File: config.mk
export PLATFORM = sky130hd
export DESIGN_NAME = rsd_gen
export DESIGN_NICKNAME = d
export VERILOG_FILES = /design/src/rtl/rsd_pkg.sv /design/src/rtl/rsd_seed_store.sv /design/src/rtl/rsd_seed_fix.sv /design/src/rtl/rsd_lfsr_step.sv /design/src/rtl/rsd_gen.sv
export SDC_FILE = /design/constraint.sdc
export NUM_CORES = 1
export LEC_CHECK = 0
export BUFFER_PORTS_ARGS = -buffer_cell sky130_fd_sc_hd__buf_2
export CAP_MARGIN = 20
export CORE_ASPECT_RATIO = 1.4
export CORE_MARGIN = 5
export CORE_UTILIZATION = 25
export DETAILED_ROUTE_END_ITERATION = 10
export RECOVER_POWER = 100
export SETUP_SLACK_MARGIN = 0.05
export SLEW_MARGIN = 0
export SYNTH_ARGS = -nofsm -noshare
export SYNTH_HDL_FRONTEND = slang
export SYNTH_SLANG_ARGS = --single-unit
File: constraint.sdc
create_clock -name clk -period 3.35 [get_ports clk]
set_input_delay 0.5025 -clock clk [delete_from_list [all_inputs] [get_ports clk]]
set_output_delay 0.5025 -clock clk [all_outputs]
set_load 0.05 [all_outputs]
File: src/rtl/rsd_pkg.sv
package rsd_pkg;
    typedef enum logic [1:0] {
        PH_IDLE = 2'd0,
        PH_RUN  = 2'd1,
        PH_DONE = 2'd2
    } phase_e;
endpackage

File: src/rtl/rsd_seed_store.sv
module rsd_seed_store #(
    parameter int W     = 16,
    parameter int DEPTH = 8,
    localparam int AW   = (DEPTH > 1) ? $clog2(DEPTH) : 1
) (
    input  logic          clk,
    input  logic          wr_en,
    input  logic [AW-1:0] wr_addr,
    input  logic [W-1:0]  wr_data,
    input  logic [AW-1:0] rd_addr,
    output logic [W-1:0]  rd_data
);
    logic [W-1:0] mem_q [DEPTH];

    always_ff @(posedge clk) begin
        if (wr_en) begin
            mem_q[wr_addr] <= wr_data;
        end
    end

    assign rd_data = mem_q[rd_addr];
endmodule

File: src/rtl/rsd_seed_fix.sv
module rsd_seed_fix #(
    parameter int          W            = 16,
    parameter logic [W-1:0] DEFAULT_SEED = 1
) (
    input  logic [W-1:0] raw,
    output logic [W-1:0] clean
);
    // A zero state would never leave zero, so it is swapped for a live value.
    always_comb begin
        clean = (raw == '0) ? DEFAULT_SEED : raw;
    end
endmodule

File: src/rtl/rsd_lfsr_step.sv
module rsd_lfsr_step #(
    parameter int W = 16
) (
    input  logic [W-1:0] cur,
    input  logic [W-1:0] taps,
    output logic [W-1:0] nxt
);
    always_comb begin
        nxt = {cur[W-2:0], ^(cur & taps)};
    end
endmodule

File: src/rtl/rsd_gen.sv
module rsd_gen
    import rsd_pkg::*;
#(
    parameter int           W            = 16,
    parameter int           DEPTH        = 8,
    parameter int           BS_W         = 12,
    parameter logic [W-1:0] DEFAULT_SEED = 1,
    localparam int          AW           = (DEPTH > 1) ? $clog2(DEPTH) : 1,
    localparam int          IDX_W        = $clog2(DEPTH + 1)
) (
    input  logic             clk,
    input  logic             rst_n,
    input  logic             start,
    input  logic [W-1:0]     init_seed,
    input  logic [BS_W-1:0]  block_size,
    input  logic [IDX_W-1:0] seed_count,
    input  logic [W-1:0]     taps,
    input  logic             seed_wr_en,
    input  logic [AW-1:0]    seed_wr_addr,
    input  logic [W-1:0]     seed_wr_data,
    output logic [W-1:0]     pattern,
    output logic             pattern_valid,
    output logic [IDX_W-1:0] block_idx,
    output logic             done
);
    localparam logic [IDX_W-1:0] DEPTH_I = IDX_W'(DEPTH);

    typedef struct packed {
        phase_e           phase;
        logic [W-1:0]     pat;
        logic [BS_W-1:0]  pos;
        logic [BS_W-1:0]  bs;
        logic [IDX_W-1:0] idx;
        logic [IDX_W-1:0] nseeds;
        logic [W-1:0]     taps;
    } state_t;

    state_t state_d, state_q;

    logic [W-1:0] init_clean;
    logic [W-1:0] mem_raw;
    logic [W-1:0] mem_clean;
    logic [W-1:0] shifted;

    rsd_seed_store #(.W(W), .DEPTH(DEPTH)) u_store (
        .clk     (clk),
        .wr_en   (seed_wr_en),
        .wr_addr (seed_wr_addr),
        .wr_data (seed_wr_data),
        .rd_addr (state_q.idx[AW-1:0]),
        .rd_data (mem_raw)
    );

    rsd_seed_fix #(.W(W), .DEFAULT_SEED(DEFAULT_SEED)) u_fix_init (
        .raw   (init_seed),
        .clean (init_clean)
    );

    rsd_seed_fix #(.W(W), .DEFAULT_SEED(DEFAULT_SEED)) u_fix_mem (
        .raw   (mem_raw),
        .clean (mem_clean)
    );

    rsd_lfsr_step #(.W(W)) u_step (
        .cur  (state_q.pat),
        .taps (state_q.taps),
        .nxt  (shifted)
    );

    always_comb begin
        state_d = state_q;
        unique case (state_q.phase)
            PH_RUN: begin
                if (state_q.pos == state_q.bs - BS_W'(1)) begin
                    if (state_q.idx == state_q.nseeds) begin
                        state_d.phase = PH_DONE;
                    end else begin
                        // run k+1 takes table entry k
                        state_d.idx = state_q.idx + IDX_W'(1);
                        state_d.pat = mem_clean;
                        state_d.pos = '0;
                    end
                end else begin
                    state_d.pat = shifted;
                    state_d.pos = state_q.pos + BS_W'(1);
                end
            end
            default: begin
                if (start) begin
                    state_d.phase  = PH_RUN;
                    state_d.pat    = init_clean;
                    state_d.pos    = '0;
                    state_d.idx    = '0;
                    state_d.bs     = (block_size == '0) ? BS_W'(1) : block_size;
                    state_d.nseeds = (seed_count > DEPTH_I) ? DEPTH_I : seed_count;
                    state_d.taps   = taps;
                end
            end
        endcase
    end

    always_ff @(posedge clk or negedge rst_n) begin
        if (!rst_n) begin
            state_q <= '{phase: PH_IDLE, default: '0};
        end else begin
            state_q <= state_d;
        end
    end

    assign pattern       = state_q.pat;
    assign pattern_valid = (state_q.phase == PH_RUN);
    assign done          = (state_q.phase == PH_DONE);
    assign block_idx     = state_q.idx;
endmodule

=== Word-level counts from Yosys, hierarchy flattened ===
Memories as Yosys holds them, arrays and structs flattened.
Cells that the tools add are included.

* Memories: 1
* RAM bits: 128
* Bits in registers: 66
* Latch bits: 0
* Output and inout bits: 22
* Memory bits (read-only): 0
* Input bits: 71
* Logic and storage cells: 46

{| class="wikitable"
|+ Memories
! memory !! words !! width !! read ports !! clocked after memory_dff !! write ports !! RTL line !! source
|-
| u_store.mem_q || 8 || 16 || 1 || 0 || 1 || rsd_seed_store.sv:13 || <nowiki>logic [W-1:0] mem_q [DEPTH];</nowiki>
|}

* Divide/modulo/power cells: 0
* Multiply operators: 0
* Equality and inequality tests: 8
* Reductions and logical operators: 9
* Multiplexer cells: 15
* Shift-type cells: 0
* Bitwise gates (word level): 2
* Add/sub/neg operators: 3
* $lt $le $gt $ge: 1

{| class="wikitable"
|+ Operators by type and width
! kind !! number
|-
| 66-bit two-way mux || 1
|-
| 28-bit two-way mux || 2
|-
| 16-bit logical NOT || 2
|-
| 16-bit two-way mux || 2
|-
| 30-bit two-way mux || 1
|-
| 16-bit AND || 1
|-
| 4-bit two-way mux || 4
|-
| 16-bit parity || 1
|-
| 12-bit by 1-bit adder with 12-bit output (second input constant) || 1
|-
| 12-bit equality test || 1
|-
| 12-bit logical NOT || 1
|-
| 12-bit two-way mux || 1
|-
| 12-bit by 1-bit subtractor with 12-bit output (second input constant) || 1
|-
| 3-bit AND reduction || 2
|-
| 4-bit by 1-bit adder with 4-bit output (second input constant) || 1
|-
| 4-bit equality test || 1
|-
| 4-bit > comparator (second input constant) || 1
|-
| 2-bit two-way mux || 2
|-
| 2-bit by 1-bit != test with 1-bit output (second input constant) || 2
|-
| 2-bit AND reduction || 2
|-
| 3-bit != test (second input constant) || 1
|-
| 2-bit by 1-bit equality test with 1-bit output (second input constant) || 1
|-
| 2-bit equality test (second input constant) || 1
|-
| 1-bit two-way mux || 2
|-
| other kinds (3) || 3
|}

=== Longest topological paths before layout ===
Gate-level depths: netlist of the first run.
An unclocked memory read counts as a cell.

* Depth in word-level cells: 6
* Gate-level depth with buffers: 11
* Mapped depth without buffers: 9

=== Cells and area by module ===
Synthesis of the first run repeated with hierarchy kept, for this count alone.

* Cells, all modules: 627
* Area, all modules: 9083.7 um2

{| class="wikitable"
|+ Modules (own cells, without submodules)
! module !! cells an instance !! times used !! area an instance (um2) !! seq. area each (um2)
|-
| rsd_seed_store || 198 || 1 || 4973.5 || 3843.7
|-
| rsd_gen || 343 || 1 || 3626.0 || 1651.6
|-
| rsd_lfsr_step || 46 || 1 || 304.0 || 0.0
|-
| rsd_seed_fix || 20 || 2 || 90.1 || 0.0
|}

=== Worst setup path before layout of the first run ===
Ideal clock, no wire load.

* Path kind: register to register
* Start point: register state_q[24] (netlist bit)
* End point: register state_q[46] (netlist bit)
* Arrival: 2.524 ns
* Period minus slack after synthesis: 2.660 ns
* Data required time: 3.214 ns
* Setup time: 0.136 ns
* Slack: 0.690 ns
* Path buffers: 1
* Stages on the path, launching flop included: 11
* Path through: dfrtp_1 -> inv_1 -> ha_1 -> nor2b_1 -> or3_1 -> a31o_2 -> nor4_1 -> a21oi_2 -> nor2_1 -> clkbuf_1 -> nor3_1

* Word-level cells in the longest chain between the ends: 4
* Elaborated cells on any way between the ends: 6
* Those cells by class: add/sub (1); eq/ne (2); mux (2); reduce/logical (1)

{| class="wikitable"
|+ Ends and longest elaborated chain
! what !! RTL line !! source
|-
| start, declared || rsd_gen.sv:38 || <nowiki>state_t state_d, state_q;</nowiki>
|-
| start signal, assigned || rsd_gen.sv:106 || <nowiki>state_q <= state_d;</nowiki>
|-
| 12-bit by 1-bit subtractor with 12-bit output * || rsd_gen.sv:74 || <nowiki>if (state_q.pos == state_q.bs - BS_W'(1)) begin</nowiki>
|-
| 12-bit equality test * || rsd_gen.sv:74 ||
|-
| 3-bit != test (no source line) / 28-bit two-way mux (equally long branches) || - ||
|-
| 2-bit AND reduction (no source line) / 30-bit two-way mux (equally long branches) || - ||
|}

Every way passes the cells marked *; elsewhere a longest branch is shown, timed or not.
A chain may end at the register's enable or synchronous reset.

=== Final worst setup path of the first run ===
* Start point: register state_q[24] (netlist bit)
* End point: register state_q (netlist bit pattern[11])

The elaborated chain is that of the path after synthesis.

==> metrics, run 1 <==
Sw Share=0.383; die area=39300 um2; Die X=169 um; Nets=853; Max stage delay on crit path=470 ps; post-synthesis cell count=697; number of synthesized flops with an enable pin=128; library cells used by synthesis=55; dpl hpwl=15900 um; Psw=3.31 mW; Post-route DRC=0; clock share of power=0.243; first-pass GRT wire length=35000 um; Initial DRT Pass Iterations=5; vias per cell=4.61; Placed Cells=1216; Int Pwr=5.34 mW; Final Skew=11.4 ps; Yosys top cell area share=0.435; Worst Path Required=3650 ps; core area=35000 um2; Comb pwr share=0.354; Yosys reg bits=194; drt total wl=22600 um; deepest clock path buffer count=2; RSZ-0062 raised after global routing=false; cell taking the most area after synthesis=edfxtp_1; worst min path class=in2reg; Slew Viols, Final=50; fin cells=1251; Slew @ Worst Pin=1610 ps; max-cap viol count=2; insertion delay to the later sink of the worst-skew pair=450 ps; Rel. slew slack=-0.0756; layout cells sized above 1=0.179; via count=5766; syn_nets=771; Mapped Area=8840 um2; PwrDens=840 nW/um2; mean post-synth cell area=12.7 um2; global placer's final weighted congestion=0.815; hold buffer count at CTS=0; grt ovf=0; nature of the critical path startpoint=flip-flop; Die Height=233 um; Fin Setup TNS=0 ps; post-CTS sizing=0; largest net degree at the start of global routing=41; final setup vio count=0; Max H-tree Level=4; Primary FF master, synth=edfxtp_1; worst-path fanout max=32; final worst path period share=0.897; CTS tree=yes; Worst-path clk slew=80 ps; final instance area=10300 um2; Worst Path Arrival=3300 ps; Final ANT Viol Nets=0; WS Path Type=reg2reg; Avg WL per Cell=18.1 um; synth top area cells=edfxtp_1 43%, dfrtp_1 19%, mux4_2 7.6%; initial antenna violation count=6; clock sink count=194; Global Route Usage Sum=0.117; Area after DPL=9790 um2; Worst Setup End Kind=flip-flop; fin crit period=3010 ps; status=finished, violations left; Pleak=3.78 nW; Final Hold Vio Count=0; fill count=3548; asr flop ratio synth=0.340; first-iteration detailed-routing DRC count=386; Rows=81; number of global-route vias before repair=5992; area growth from synthesis to layout=16.5%; root buffer selected by CTS=clkbuf_16; Post-CTS Setup Bufs=0; CTS Buf Count=17; critical path cell sequence=inv_1, ha_1, nor2b_1, or3_1, a31oi_1, nand4_1, o21ai_2, clkbuf_2, o21ai_0; Seq pwr share=0.403; Yosys warnings=0; Starting Density=0.253; failing checks=capacitance limit, slew limit; FMAX=0.333 GHz; slowest CP cell=clkbuf_2; Max VDD drop=0.000368 V; register area share after synthesis=0.621; Port Buffers=92; I/O pin cnt=93
## Yosys cell counts (2+ instances only)
cell	n
edfxtp_1	128
buf_4	20
xnor2_1	26
nand2b_1	5
mux2i_1	11
a21oi_1	19
a31oi_1	4
and3_1	12
a31o_2	3
o21ai_1	10
nor3_1	8
o21ai_0	20
a311oi_1	2
o31ai_1	3
dfrtp_1	66
ha_1	3
o211ai_1	2
nand3b_1	4
a211oi_1	3
o2111ai_1	2
nor2b_1	5
inv_1	13
and3b_1	2
a221oi_1	11
nand4_1	10
nand3_1	11
mux2_2	5
buf_6	2
a22o_1	2
clkbuf_1	16
or4_1	3
buf_2	7
mux4_2	30
xor2_1	10
nor4_1	11
buf_1	7
nand2_1	157
a222oi_1	2
or3_1	9
nor2_1	18
## layer usage
| metal | track usage | wire [um] |
|---|---|---|
| met5 | 0 | 38 |
| met4 | 0.0482 | 533 |
| met3 | 0.0342 | 1240 |
| met2 | 0.205 | 11800 |
| met1 | 0.134 | 8960 |
## cell usage in the layout, fill, tap and decap left out, types with 5 or more instances in the layout
cell type	Yosys	final
nand4_1	10	10
nor2b_1	5	5
mux2_2	5	5
nor3_1	8	8
buf_2	7	53
mux2i_1	11	11
edfxtp_1	128	128
dfrtp_1	66	65
clkbuf_16	0	17
and3_1	12	12
or3_1	9	9
clkbuf_1	16	49
buf_4	20	10
nand2_1	157	157
o21ai_0	20	28
xor2_1	10	10
inv_1	13	13
a21oi_1	19	19
xnor2_1	26	26
nor2_1	18	18
nor4_1	11	11
a221oi_1	11	11
mux4_2	30	30
nand2b_1	5	5
nand3_1	11	11
## critical path, delay by kind of cell (launching register included)
family	cells	cell delay, ps
simple gates	3	850
compound gates	3	770
buf+inv	2	560
fa+ha+maj	1	230
flops	1	430
## logic make-up after synthesis
kind of cell             Yosys count  synth area share
AND/OR/NAND/NOR                  262             0.138
flip-flops                       194             0.621
AO/OA/AOI/OAI                     90            0.0659
buffers and inverters             66            0.0392
multiplexers                      46            0.0952
XOR/XNOR                          36            0.0356
adder cells (fa/ha/maj)            3           0.00424
## worst paths after layout
path                             start           to  slack, ps  depth (start not counted)
max in group asynchronous        rst_n   state_q[9]       1160                          2
min                            taps[2]   state_q[2]        250                          3
min in group asynchronous        rst_n  state_q[16]        410                          1
max                        state_q[24]  pattern[11]        340                          9
max reg2reg                state_q[24]  pattern[11]        340                          9
min reg2reg                 state_q[3]   state_q[3]        480                          2
## power groups by stage
stage / clock network, mW / logic [mW] / registers, mW
2_1_floorplan: 0 / 2.65 / 3.25
3_3_place_gp: 0 / 3.09 / 3.52
3_5_place_dp: 0 / 3.13 / 3.53
4_1_cts: 2.16 / 3.15 / 3.49
5_1_grt: 2.24 / 3.39 / 3.55
6_report: 2.11 / 3.06 / 3.48
## cell type report
| cell class | count | area, um2 | share of cell area |
|---|---|---|---|
| well taps | 456 | 571 | 0.0554 |
| flip-flops and latches | 194 | 5500 | 0.534 |
| clock buffers | 17 | 425 | 0.0413 |
| repair buffers | 115 | 554 | 0.0538 |
| diodes | 3 | 7.51 | 0.000729 |
| clock inverters | 15 | 186 | 0.0181 |
| multi-input cells | 437 | 3010 | 0.292 |
| inverters | 14 | 52.6 | 0.00510 |
## registers in the layout (all words and copies together) (netlist names)
signal         count
state_q           46
u_store.mem_q    128
pattern           16
block_idx          4
## metrics by stage
| stage | setup WS, ps | hold slack (ps) | power [mW] | util |
|---|---|---|---|---|
| after detailed placement | 366 | 464 | 6.67 | 0.280 |
| after floorplan | 690 | 207 | 5.91 | - |
| after global placement | 483 | 457 | 6.61 | 0.280 |
| final | 344 | 247 | 8.65 | 0.295 |
| after global routing | 81.9 | 244 | 9.18 | 0.294 |
| after CTS | 351 | 65.6 | 8.79 | 0.297 |
Power figures use the tool's default switching activity.
==> inputs of run 2 (changes only) <==
Settings changed: RECOVER_POWER 100 to 50.
==> metrics, run 2 (synthesis gave the netlist of run 1 again) <==
layout cells sized above 1=0.216 (+0.0366); clock share of power=0.242 (about the same); Post-route DRC=0 (unchanged); Max H-tree Level=4 (unchanged); worst min path class=in2reg; I/O pin cnt=93 (unchanged); Initial DRT Pass Iterations=5 (unchanged); Die Height=233 um (unchanged); Rows=81 (unchanged); vias per cell=4.61 (about the same); CTS tree=yes; max reg flops=128 (unchanged); Die X=169 um (unchanged); first-iteration detailed-routing DRC count=397 (+2.8%); worst-path fanout max=19 (-41%); most frequent cells in the layout=157 x nand2_1, 128 x edfxtp_1, 74 x buf_2; Reg2Reg Setup Slack=360 ps (+20 ps); FMAX=0.334 GHz (+0.55%); hold buffer count at CTS=0 (unchanged); Starting Density=0.253 (unchanged); failing checks=capacitance limit, slew limit; fin crit period=2990 ps (-16.4 ps); Nets=853 (unchanged); via count=5761 (-0.087%); Sw Share=0.382 (-0.00149); first-pass GRT wire length=35000 um (unchanged); final instance area=10400 um2 (+0.64%); nature of the critical path startpoint=flip-flop; largest net degree at the start of global routing=41 (unchanged); Pleak=3.87 nW (+2.4%); Fin Setup TNS=0 ps (unchanged); Total Power=8.69 mW (+0.53%); Worst Setup End Kind=flip-flop; Psw=3.32 mW (+0.14%); global placer's final weighted congestion=0.815 (unchanged); Comb pwr share=0.357 (+0.003); PwrDens=839 nW/um2 (-0.11%); Seq pwr share=0.400 (-0.003); Placed Cells=1216 (unchanged); area growth from synthesis to layout=17.2%; WS Path Type=reg2reg; insertion delay to the later sink of the worst-skew pair=450 ps (about the same); CTS Buf Count=17 (unchanged); Avg WL per Cell=18.1 um (about the same); Port Buffers=92 (unchanged); Rel. slew slack=-0.0230 (+0.0526); clock sink count=194 (unchanged); fin cells=1251 (unchanged); worst slack at placement=366 ps (unchanged); initial antenna violation count=6 (unchanged); Int Pwr=5.38 mW (+0.77%); Slew @ Worst Pin=1530 ps (-72.9 ps); status=finished, violations left; Post-CTS Setup Bufs=0 (unchanged); Worst Path Arrival=3340 ps (+40 ps); drt total wl=22600 um (about the same); number of global-route vias before repair=5992 (unchanged); RSZ-0062 raised after global routing=false; grt ovf=0 (unchanged); post-CTS sizing=0 (unchanged); final worst path period share=0.892 (-0.00489); Worst-path clk slew=80 ps (about the same); Area after DPL=9790 um2 (unchanged); deepest clock path buffer count=2 (unchanged); Worst Path Required=3700 ps (+50 ps); Final ANT Viol Nets=0 (unchanged); dpl hpwl=15900 um (unchanged); Final WS setup=360 ps (+16.4 ps); Global Route Usage Sum=0.117 (unchanged); Slew Viols, Final=28 (-44%); largest register by flop count=u_store.mem_q; Final Hold Vio Count=0 (unchanged); Final Skew=13.8 ps (+2.31 ps); Max VDD drop=0.000381 V (+3.7%); root buffer selected by CTS=clkbuf_16; core area=35000 um2 (unchanged); die area=39300 um2 (unchanged); most common cell after layout, fill and taps aside=nand2_1; final setup vio count=0 (unchanged); max-cap viol count=1 (-1)
[run 2: per-stage QoR]
| step | util | hold slack, ps |
|---|---|---|
| 3_3_place_gp | 0.280 | 457 |
| 6_report | 0.296 | 245 |
| 5_1_grt | 0.296 | 244 |
| 2_1_floorplan | - | 207 |
| 3_5_place_dp | 0.280 | 464 |
| 4_1_cts | 0.297 | 65.6 |
[run 2: power by group through the flow]
| stage | sequential [mW] | combinational (mW) | clock (mW) |
|---|---|---|---|
| global route | 3.55 | 3.44 | 2.24 |
| global placement | 3.52 | 3.09 | 0 |
| finish | 3.48 | 3.11 | 2.11 |
| CTS | 3.49 | 3.15 | 2.16 |
| detailed placement | 3.53 | 3.13 | 0 |
| floorplan | 3.25 | 2.65 | 0 |
[run 2: worst paths after layout]
| kind | to | start | cells past startpoint |
|---|---|---|---|
| setup / recovery | state_q[46] | state_q[24] | 10 |
| hold / removal | state_q[2] | taps[2] | 3 |
| setup reg to reg | state_q[46] | state_q[24] | 10 |
| hold reg to reg | state_q[3] | state_q[3] | 2 |
| max in group asynchronous | state_q[11] | rst_n | 2 |
| min in group asynchronous | state_q[16] | rst_n | 1 |
[run 2: per-layer routing]
metal | vias to the layer above | routed length [um] | GRT usage
met5 | - | 38 | 0
met4 | 6 | 539 | 0.0482
met3 | 33 | 1280 | 0.0342
met2 | 148 | 11900 | 0.205
met1 | 2855 | 8830 | 0.134
li1 | 2719 | - | -
[run 2: area by class of cell]
| cell class | count | area, um2 |
|---|---|---|
| fill | 3524 | 24600 |
| multi-input combinational | 437 | 3020 |
| inverter | 14 | 52.6 |
| antenna | 3 | 7.51 |
| clock inverter | 15 | 186 |
| clock buffer | 17 | 425 |
| tap | 456 | 571 |
| timing repair buffer | 115 | 608 |
| sequential | 194 | 5500 |
[run 2: worst max-delay path, cell delays in order (launching register included)]
cell and delay (ps):
dfrtp_1 430, inv_1 100, ha_1 200, nor4b_1 340, nand3_1 120, and4b_1 220, and3b_1 190, a21oi_2 680
nor2_1 170, buf_4 230, nor3_1 200
